`src/rtl/pcg_pkg.sv`:
```
package pcg_pkg;

  localparam int NUM_GRP = 6;

  // instance count per group, in group-code order
  function automatic int grp_width(input int g);
    case (g)
      0: return 4;   // timers
      1: return 2;   // serial ports
      2: return 2;   // uarts
      3: return 1;   // i2c
      4: return 2;   // security engines
      5: return 1;   // radio core
      default: return 0;
    endcase
  endfunction

  function automatic int grp_base(input int g);
    int b;
    b = 0;
    for (int i = 0; i < g; i++) b += grp_width(i);
    return b;
  endfunction

  localparam int NUM_PERIPH = grp_base(NUM_GRP);

  typedef enum logic [1:0] {
    MODE_RUN   = 2'b00,
    MODE_SLEEP = 2'b01,
    MODE_DEEP  = 2'b10,
    MODE_OFF   = 2'b11
  } pwr_mode_e;

  typedef enum logic [1:0] {
    KIND_RUN   = 2'b00,
    KIND_SLEEP = 2'b01,
    KIND_DEEP  = 2'b10,
    KIND_RST   = 2'b11
  } reg_kind_e;

endpackage

```
`src/rtl/pcg_rst_sync.sv`:
```
module pcg_rst_sync #(
  parameter int STAGES = 2
) (
  input  logic clk,
  input  logic rst_n,
  output logic rst_sync_n
);

  logic [STAGES-1:0] sync_q;

  always_ff @(posedge clk or negedge rst_n) begin
    if (!rst_n) sync_q <= '0;
    else        sync_q <= {sync_q[STAGES-2:0], 1'b1};
  end

  assign rst_sync_n = sync_q[STAGES-1];

endmodule

```
`src/rtl/pcg_regfile.sv`:
```
module pcg_regfile
  import pcg_pkg::*;
#(
  parameter int N      = NUM_PERIPH,
  parameter int DATA_W = 4,
  parameter int SEL_W  = 3
) (
  input  logic              clk,
  input  logic              rst_n,
  input  logic              wr_en,
  input  logic [SEL_W-1:0]  wr_grp,
  input  logic [1:0]        wr_kind,
  input  logic [DATA_W-1:0] wr_data,
  output logic [N-1:0]      run_o,
  output logic [N-1:0]      slp_o,
  output logic [N-1:0]      dps_o,
  output logic [N-1:0]      rst_o
);

  logic [N-1:0] hit;      // flat bit is addressed by this write
  logic [N-1:0] bit_val;  // value routed to each flat bit
  logic [N-1:0] run_q, slp_q, dps_q, rst_q;
  logic [N-1:0] run_d, slp_d, dps_d, rst_d;
  logic         ld_run, ld_slp, ld_dps, ld_rst;

  // route data bits of each group onto its slice of the flat vectors
  for (genvar g = 0; g < NUM_GRP; g++) begin : g_grp
    localparam int B = grp_base(g);
    localparam int W = grp_width(g);
    for (genvar b = 0; b < W; b++) begin : g_bit
      assign hit[B+b]     = wr_en && (wr_grp == SEL_W'(g));
      assign bit_val[B+b] = wr_data[b];
    end
  end

  assign ld_run = wr_en && (wr_kind == KIND_RUN)   && (|hit);
  assign ld_slp = wr_en && (wr_kind == KIND_SLEEP) && (|hit);
  assign ld_dps = wr_en && (wr_kind == KIND_DEEP)  && (|hit);
  assign ld_rst = wr_en && (wr_kind == KIND_RST)   && (|hit);

  always_comb begin
    run_d = (run_q & ~hit) | (bit_val & hit);
    slp_d = (slp_q & ~hit) | (bit_val & hit);
    dps_d = (dps_q & ~hit) | (bit_val & hit);
    rst_d = (rst_q & ~hit) | (bit_val & hit);
  end

  always_ff @(posedge clk or negedge rst_n) begin
    if (!rst_n) begin
      run_q <= '0;
      slp_q <= '0;
      dps_q <= '0;
      rst_q <= '0;
    end else begin
      if (ld_run) run_q <= run_d;
      if (ld_slp) slp_q <= slp_d;
      if (ld_dps) dps_q <= dps_d;
      if (ld_rst) rst_q <= rst_d;
    end
  end

  assign run_o = run_q;
  assign slp_o = slp_q;
  assign dps_o = dps_q;
  assign rst_o = rst_q;

  // reset writes land in the group's own slice
  for (genvar g = 0; g < NUM_GRP; g++) begin : g_chk
    localparam int B = grp_base(g);
    localparam int W = grp_width(g);
    assert_rst_write_R8: assert property (@(posedge clk) disable iff (!rst_n)
      (wr_en && wr_grp == SEL_W'(g) && wr_kind == KIND_RST)
      |=> (rst_o[B +: W] == $past(wr_data[W-1:0])));
  end

  assert_bad_group_R9: assert property (@(posedge clk) disable iff (!rst_n)
    (wr_en && wr_grp >= SEL_W'(NUM_GRP))
    |=> ($stable(run_o) && $stable(slp_o) && $stable(dps_o) && $stable(rst_o)));

endmodule

```
`src/rtl/pcg_mode_sel.sv`:
```
module pcg_mode_sel
  import pcg_pkg::*;
#(
  parameter int N     = NUM_PERIPH,
  parameter int DBG_W = 4
) (
  input  logic             clk,
  input  logic             rst_n,
  input  logic [1:0]       mode_i,
  input  logic [DBG_W-1:0] dbg_i,
  input  logic [N-1:0]     run_i,
  input  logic [N-1:0]     slp_i,
  input  logic [N-1:0]     dps_i,
  output logic [N-1:0]     en_o,
  output logic             cpu_force_o
);

  logic         ovr;
  logic [N-1:0] en_d, en_q;
  logic         force_d, force_q;

  always_comb begin
    ovr     = (|dbg_i) && (mode_i != MODE_OFF);
    force_d = ovr;
    if (ovr) begin
      en_d = run_i;
    end else begin
      case (mode_i)
        MODE_RUN:   en_d = run_i;
        MODE_SLEEP: en_d = slp_i;
        MODE_DEEP:  en_d = dps_i;
        default:    en_d = '0;
      endcase
    end
  end

  always_ff @(posedge clk or negedge rst_n) begin
    if (!rst_n) begin
      en_q    <= '0;
      force_q <= 1'b0;
    end else begin
      en_q    <= en_d;
      force_q <= force_d;
    end
  end

  assign en_o        = en_q;
  assign cpu_force_o = force_q;

  assert_run_sel_R3: assert property (@(posedge clk) disable iff (!rst_n)
    (mode_i == MODE_RUN && dbg_i == '0) |=> (en_o == $past(run_i) && !cpu_force_o));

  assert_sleep_sel_R4: assert property (@(posedge clk) disable iff (!rst_n)
    (mode_i == MODE_SLEEP && dbg_i == '0) |=> (en_o == $past(slp_i) && !cpu_force_o));

  assert_deep_sel_R5: assert property (@(posedge clk) disable iff (!rst_n)
    (mode_i == MODE_DEEP && dbg_i == '0) |=> (en_o == $past(dps_i) && !cpu_force_o));

  assert_off_gated_R6: assert property (@(posedge clk) disable iff (!rst_n)
    (mode_i == MODE_OFF) |=> (en_o == '0 && !cpu_force_o));

  assert_dbg_force_R7: assert property (@(posedge clk) disable iff (!rst_n)
    (dbg_i != '0 && mode_i != MODE_OFF) |=> (en_o == $past(run_i) && cpu_force_o));

endmodule

```
`src/rtl/pcg_top.sv`:
```
module pcg_top
  import pcg_pkg::*;
#(
  parameter int DATA_W = 4,
  parameter int SEL_W  = 3,
  parameter int DBG_W  = 4,
  parameter int SYNC_STAGES = 2
) (
  input  logic                  clk,
  input  logic                  rst_n,
  input  logic                  wr_en,
  input  logic [SEL_W-1:0]      wr_grp,
  input  logic [1:0]            wr_kind,
  input  logic [DATA_W-1:0]     wr_data,
  input  logic [1:0]            pwr_mode,
  input  logic [DBG_W-1:0]      dbg_ovr,
  output logic [NUM_PERIPH-1:0] clk_en_o,
  output logic [NUM_PERIPH-1:0] periph_rst_o,
  output logic                  cpu_clk_force_o
);

  localparam int N = NUM_PERIPH;

  logic         rst_sync_n;
  logic [N-1:0] run_set, slp_set, dps_set;

  pcg_rst_sync #(.STAGES(SYNC_STAGES)) u_rst (
    .clk        (clk),
    .rst_n      (rst_n),
    .rst_sync_n (rst_sync_n)
  );

  pcg_regfile #(.N(N), .DATA_W(DATA_W), .SEL_W(SEL_W)) u_regs (
    .clk     (clk),
    .rst_n   (rst_sync_n),
    .wr_en   (wr_en),
    .wr_grp  (wr_grp),
    .wr_kind (wr_kind),
    .wr_data (wr_data),
    .run_o   (run_set),
    .slp_o   (slp_set),
    .dps_o   (dps_set),
    .rst_o   (periph_rst_o)
  );

  pcg_mode_sel #(.N(N), .DBG_W(DBG_W)) u_sel (
    .clk         (clk),
    .rst_n       (rst_sync_n),
    .mode_i      (pwr_mode),
    .dbg_i       (dbg_ovr),
    .run_i       (run_set),
    .slp_i       (slp_set),
    .dps_i       (dps_set),
    .en_o        (clk_en_o),
    .cpu_force_o (cpu_clk_force_o)
  );

  // outputs stay cleared while the synchronised reset is held
  assert_reset_clear_R1: assert property (@(posedge clk)
    (!rst_sync_n) |=> (clk_en_o == '0 && periph_rst_o == '0 && !cpu_clk_force_o));

endmodule

```
`config.mk`:
```
export PLATFORM = sky130hd
export DESIGN_NAME = pcg_top
export DESIGN_NICKNAME = d
export VERILOG_FILES = /design/src/rtl/pcg_pkg.sv /design/src/rtl/pcg_rst_sync.sv /design/src/rtl/pcg_regfile.sv /design/src/rtl/pcg_mode_sel.sv /design/src/rtl/pcg_top.sv
export SDC_FILE = /design/constraint.sdc
export NUM_CORES = 1
export LEC_CHECK = 0
export BUFFER_PORTS_ARGS = -buffer_cell sky130_fd_sc_hd__buf_2
export CORE_UTILIZATION = 30
export DETAILED_ROUTE_END_ITERATION = 6
export RECOVER_POWER = 100
export SYNTH_ARGS = -nofsm -noshare
export SYNTH_HDL_FRONTEND = slang
export SYNTH_SLANG_ARGS = --single-unit
export TNS_END_PERCENT = 10
```
`constraint.sdc`:
```
create_clock -name clk -period 3.3 [get_ports clk]
set_input_delay 0.66 -clock clk [delete_from_list [all_inputs] [get_ports clk]]
set_output_delay 0.66 -clock clk [all_outputs]
set_load 0.05 [all_outputs]
```
== Word-level counts from Yosys, hierarchy flattened ==
Index checks and enable logic that the tools add are counted.
Operators by class
  eq/ne operators: 11
  bitwise logic cells: 10
  reductions and logical operators: 20
  mux-type cells: 2
Operator list (number)
  $and A12 B12 Y12: 5
  $or A12 B12 Y12: 4
  $pmux W12 S3: 1
  $logic_and A1 B1 Y1: 15
  $mux W12: 1
  $not A12 Y12: 1
  $eq A2 B2 Y1 const B: 3
  $eq A3 B2 Y1 const B: 2
  $eq A3 B3 Y1 const B: 2
  $reduce_or A6 Y1: 1
  $eq A2 B1 Y1 const B: 2
  $logic_not A2 Y1: 2
  $reduce_or A4 Y1: 1
  $eq A3 B1 Y1 const B: 1
  $logic_not A3 Y1: 1
  $ne A2 B2 Y1 const B: 1
Word-level totals
  bits in registers: 63
  word-level logic and storage cells: 50
  output and inout bits: 25
  input bits: 18

== Longest topological paths before layout ==
  word-level depth: 5
  gate-level depth with buffers: 5
  mapped depth without buffers: 3

== Hierarchy ==
From an unflattened synthesis, not the netlist that was laid out.
Unflattened totals
  cells, all modules: 215
  area total of the unflattened synthesis: 2741.4 sq um
Modules (own cells, without submodules)
  pcg_regfile: cells each 139, instances 1, area an instance 2024.4 sq um, seq. area each 1201.2 sq um
  pcg_mode_sel: cells each 73, instances 1, area an instance 663.1 sq um, seq. area each 325.3 sq um
  pcg_rst_sync: cells each 3, instances 1, area an instance 53.8 sq um, seq. area each 50.0 sq um

== Worst setup path before layout ==
OpenSTA, ideal clock, no wires.
  kind: input-to-reg
  from: in dbg_ovr[1]
  to: reg u_sel.en_q[2] (netlist: u_sel.en_o[2])
  data required time: 3.159 ns
  arrival: 1.640 ns
  stages: 5
  buffers on the path: 2
  library setup time: 0.141 ns
  path slack: 1.518 ns
  cells stage by stage: or4_1 -> buf_2 -> buf_6 -> o21ai_0 -> a221oi_1
Between the ends
  word-level cells in the longest chain between the ends: 3
Ends and longest elaborated chain
  start, declared: RTL line pcg_top.sv:16  | input logic [DBG_W-1:0] dbg_ovr,
  $reduce_or A4 Y1: RTL line pcg_mode_sel.sv:23  | ovr = (|dbg_i) && (mode_i != MODE_OFF);
  $logic_and A1 B1 Y1: RTL line pcg_mode_sel.sv:23
  $mux W12: RTL line pcg_mode_sel.sv:25  | if (ovr) begin
  via u_sel.en_d[2]: RTL line pcg_mode_sel.sv:19  | logic [N-1:0] en_d, en_q;
  end signal, assigned: RTL line pcg_mode_sel.sv:42  | en_q <= en_d;
  end, declared: RTL line pcg_mode_sel.sv:19
The timed path passes the listed nets, and every way through them passes these cells.
A chain may end at the register's enable or synchronous reset.

== Worst setup path after layout ==
  from: in pwr_mode[1]
  to: reg u_sel.en_q[1] (netlist: u_sel.en_o[1])
Between the ends
  word-level cells in the longest chain between the ends: 3
  elaborated cells between the ends (all ways): 7
  those cells by class: eq/ne: 3; mux: 2; reduce/logical: 2
Ends and longest elaborated chain
  start, declared: RTL line pcg_top.sv:15  | input logic [1:0] pwr_mode,
  $eq A2 B2 Y1 (tied with other cells): RTL line pcg_mode_sel.sv:28  | case (mode_i)
  $pmux W12 S3 or $logic_and A1 B1 Y1 (tied branches): RTL line pcg_mode_sel.sv:28, pcg_mode_sel.sv:23
  $mux W12 (*): RTL line pcg_mode_sel.sv:25
  via u_sel.en_d[1]: RTL line pcg_mode_sel.sv:19
The timed path passes the listed nets; every way through them passes the cells marked *.

==> metrics.txt <==
run status complete, but fails checks; VDD IR max 0.0002716 V; RSZ-0062 raised after global routing no; TritonCTS buffer count 9; Tcrit/Tclk final 68.07%; post-synth net total 229; type of origin of the critical path primary input; CP Max Fanout 14; post-synthesis sequential area ratio 57.53%; Via Count 1816; TritonCTS clock tree done; endpoints failing setup 0; Post-CTS Hold Buffers 0; Placeable Area 8763 µm²; Routed WL 5573 µm; CP Cell Sequence buf_2 -> o21ai_0 -> a221oi_1; final instance area 3173 µm²; slowest CP cell o21ai_0; Worst Path Required 3.45 ns; routed length per placed instance 15.23 µm; remaining antenna violation count 0; n_diodes 0; skew final 0.008946 ns; max frequency 0.4452 GHz; vias in the first global route 1876; CP arrival 2.40 ns; final net count 271; type of the worst setup path primary input to flip-flop; Warnings, synthesis 0; Setup crit end kind flip-flop; clk_lat worst skew 0.34 ns; worst rel slew slack -6.287%; Least-Margin Pin Slew 1.578 ns; fraction of layout cells with a size suffix above 1 31.01%; Tightest Hold Check Type primary input to async pin; Crit path buffers/inverters 1; post-synthesis adder-cell area fraction 0%; XOR/XNOR share of the synthesized area 0%; post-cts sizing count 0; Post-CTS Repair Setup Buffers 0; die area 9520 µm²; final core occ 36.21%; cell type with the largest total area after synthesis dfrtp_1; CTS H-tree depth 3; PortBufs 42; Post-Synth Simple-Gate Area 11.28%; Ports 43; Post-Syn Area 2740 µm²; clk buf depth 2; Post-synth ARST share 100.0%; failing checks max-capacitance violations, max-slew violations; Cell variety after synth 28; drt first pass iters 4; initial antenna violation count 0; Vert. Die Dim 97.57 µm; DP HPWL 3681 µm; multiplexer area fraction after synthesis 19.73%; DRT iter0 DRCs 38; EDFF count, synth 0; CP max stage delay 1.25 ns; clock sinks 63; overflow left after global routing 0; filler cell count 901; Initial Utilization 31.27%; post-synthesis cell count 211; P&R area growth vs syn 15.80%; reg-to-reg startpoint u_rst.sync_q[1]; Sum Neg Setup Slack 0 ns; placed cell areas 3027 µm²; Max Cap Viol 1; Residual DRC 0; commonest cells after routing, fill and taps aside 63 x dfrtp_1, 47 x mux2_2, 27 x clkbuf_1; Hold Slack 0.09622 ns; Synth top area share 57.53%; Hold Violations, Final 0; combinational family with the most area after synthesis multiplexers; flop and latch count out of synthesis 63; power per cell area 627.7 nW/µm²; CP Launch Point pwr_mode[1]; largest net degree at the start of global routing 50; Compound-Gate Fraction of Synth Area 7.078%; routed vias/inst 4.962; Final GP Congestion 0.6927; clock root buffer clkbuf_8; Clock transition at path regs 0.08 ns; Slew Limit Fails 13; syn_area_per_cell 12.99 µm²; die width 97.57 µm; most common cell after layout, fill and taps aside dfrtp_1; min Tclk post-route 2.246 ns; first-pass GRT wire length 9618 µm; critical path's top delay family compound AO/OA/AOI/OAI gates; Leak Pwr 0.001440 µW; Rows 34; Post-synth top flop dfrtp_1; GRT Util Overall 13.18%; Area contributors post-synth dfrtp_1 58%, mux2_2 19%, a221oi_1 3.8%
stage by stage:
| stage | instances | power (µW) | worst slack, ns |
|---|---|---|---|
| floorplan | 211 | 1241 | 1.416 |
| global placement | 350 | 1336 | 1.095 |
| detailed placement | 350 | 1342 | 1.035 |
| CTS | 366 | 2035 | 1.413 |
| global route | 366 | 2095 | 0.8235 |
| finish | 366 | 1992 | 1.054 |
report_power, final:
group / internal, µW / switching [µW]
sequential: 884 / 50.5
combinational: 114 / 258
clock: 371 / 314
Yosys cell counts (all sizes together) (3+ instances only):
master / n
a221oi: 12
and4: 3
and4bb: 3
buf: 6
clkbuf: 6
dfrtp: 63
inv: 13
mux2: 48
nand2: 6
nand3: 12
nor3: 12
o21ai: 13
area by class of cell:
class | count | area, µm² | share of cell area [%]
timing repair buffer | 43 | 181.4 | 5.718
tap | 108 | 135.1 | 4.259
clock buffer | 10 | 137.6 | 4.338
sequential | 63 | 1577 | 49.68
inverter | 13 | 48.80 | 1.538
clock inverter | 6 | 68.82 | 2.169
multi-input combinational | 123 | 1025 | 32.29
cell families (layout without fill, tap and decap cells):
kind of cell / count (synthesis) / after routing
other cells: 1 / 1
compound gates: 27 / 27
flops: 63 / 63
simple gates: 47 / 47
mux: 48 / 48
buf+inv: 25 / 72
metal layers:
| metal | global-route usage (%) | vias up | share of wire [%] |
|---|---|---|---|
| li1 | - | 859 | - |
| met1 | 17.74 | 906 | 49 |
| met5 | 0 | - | 0 |
| met3 | 5.180 | 7 | 5.0 |
| met2 | 19.47 | 44 | 45 |
| met4 | 4.072 | 0 | 1.3 |
path summary, 6_finish.rpt:
kind	endpoint	slack, ns	cells past startpoint
min	u_rst.sync_q[1]	0.1	1
max reg2reg	async pin	1.53	1
max in group asynchronous	async pin	1.53	1
min reg2reg	async pin	0.21	0
min in group clk	u_rst.sync_q[1]	0.36	0
max	u_sel.en_o[1]	1.05	3
No activity file was read; power rests on OpenSTA's default activity.
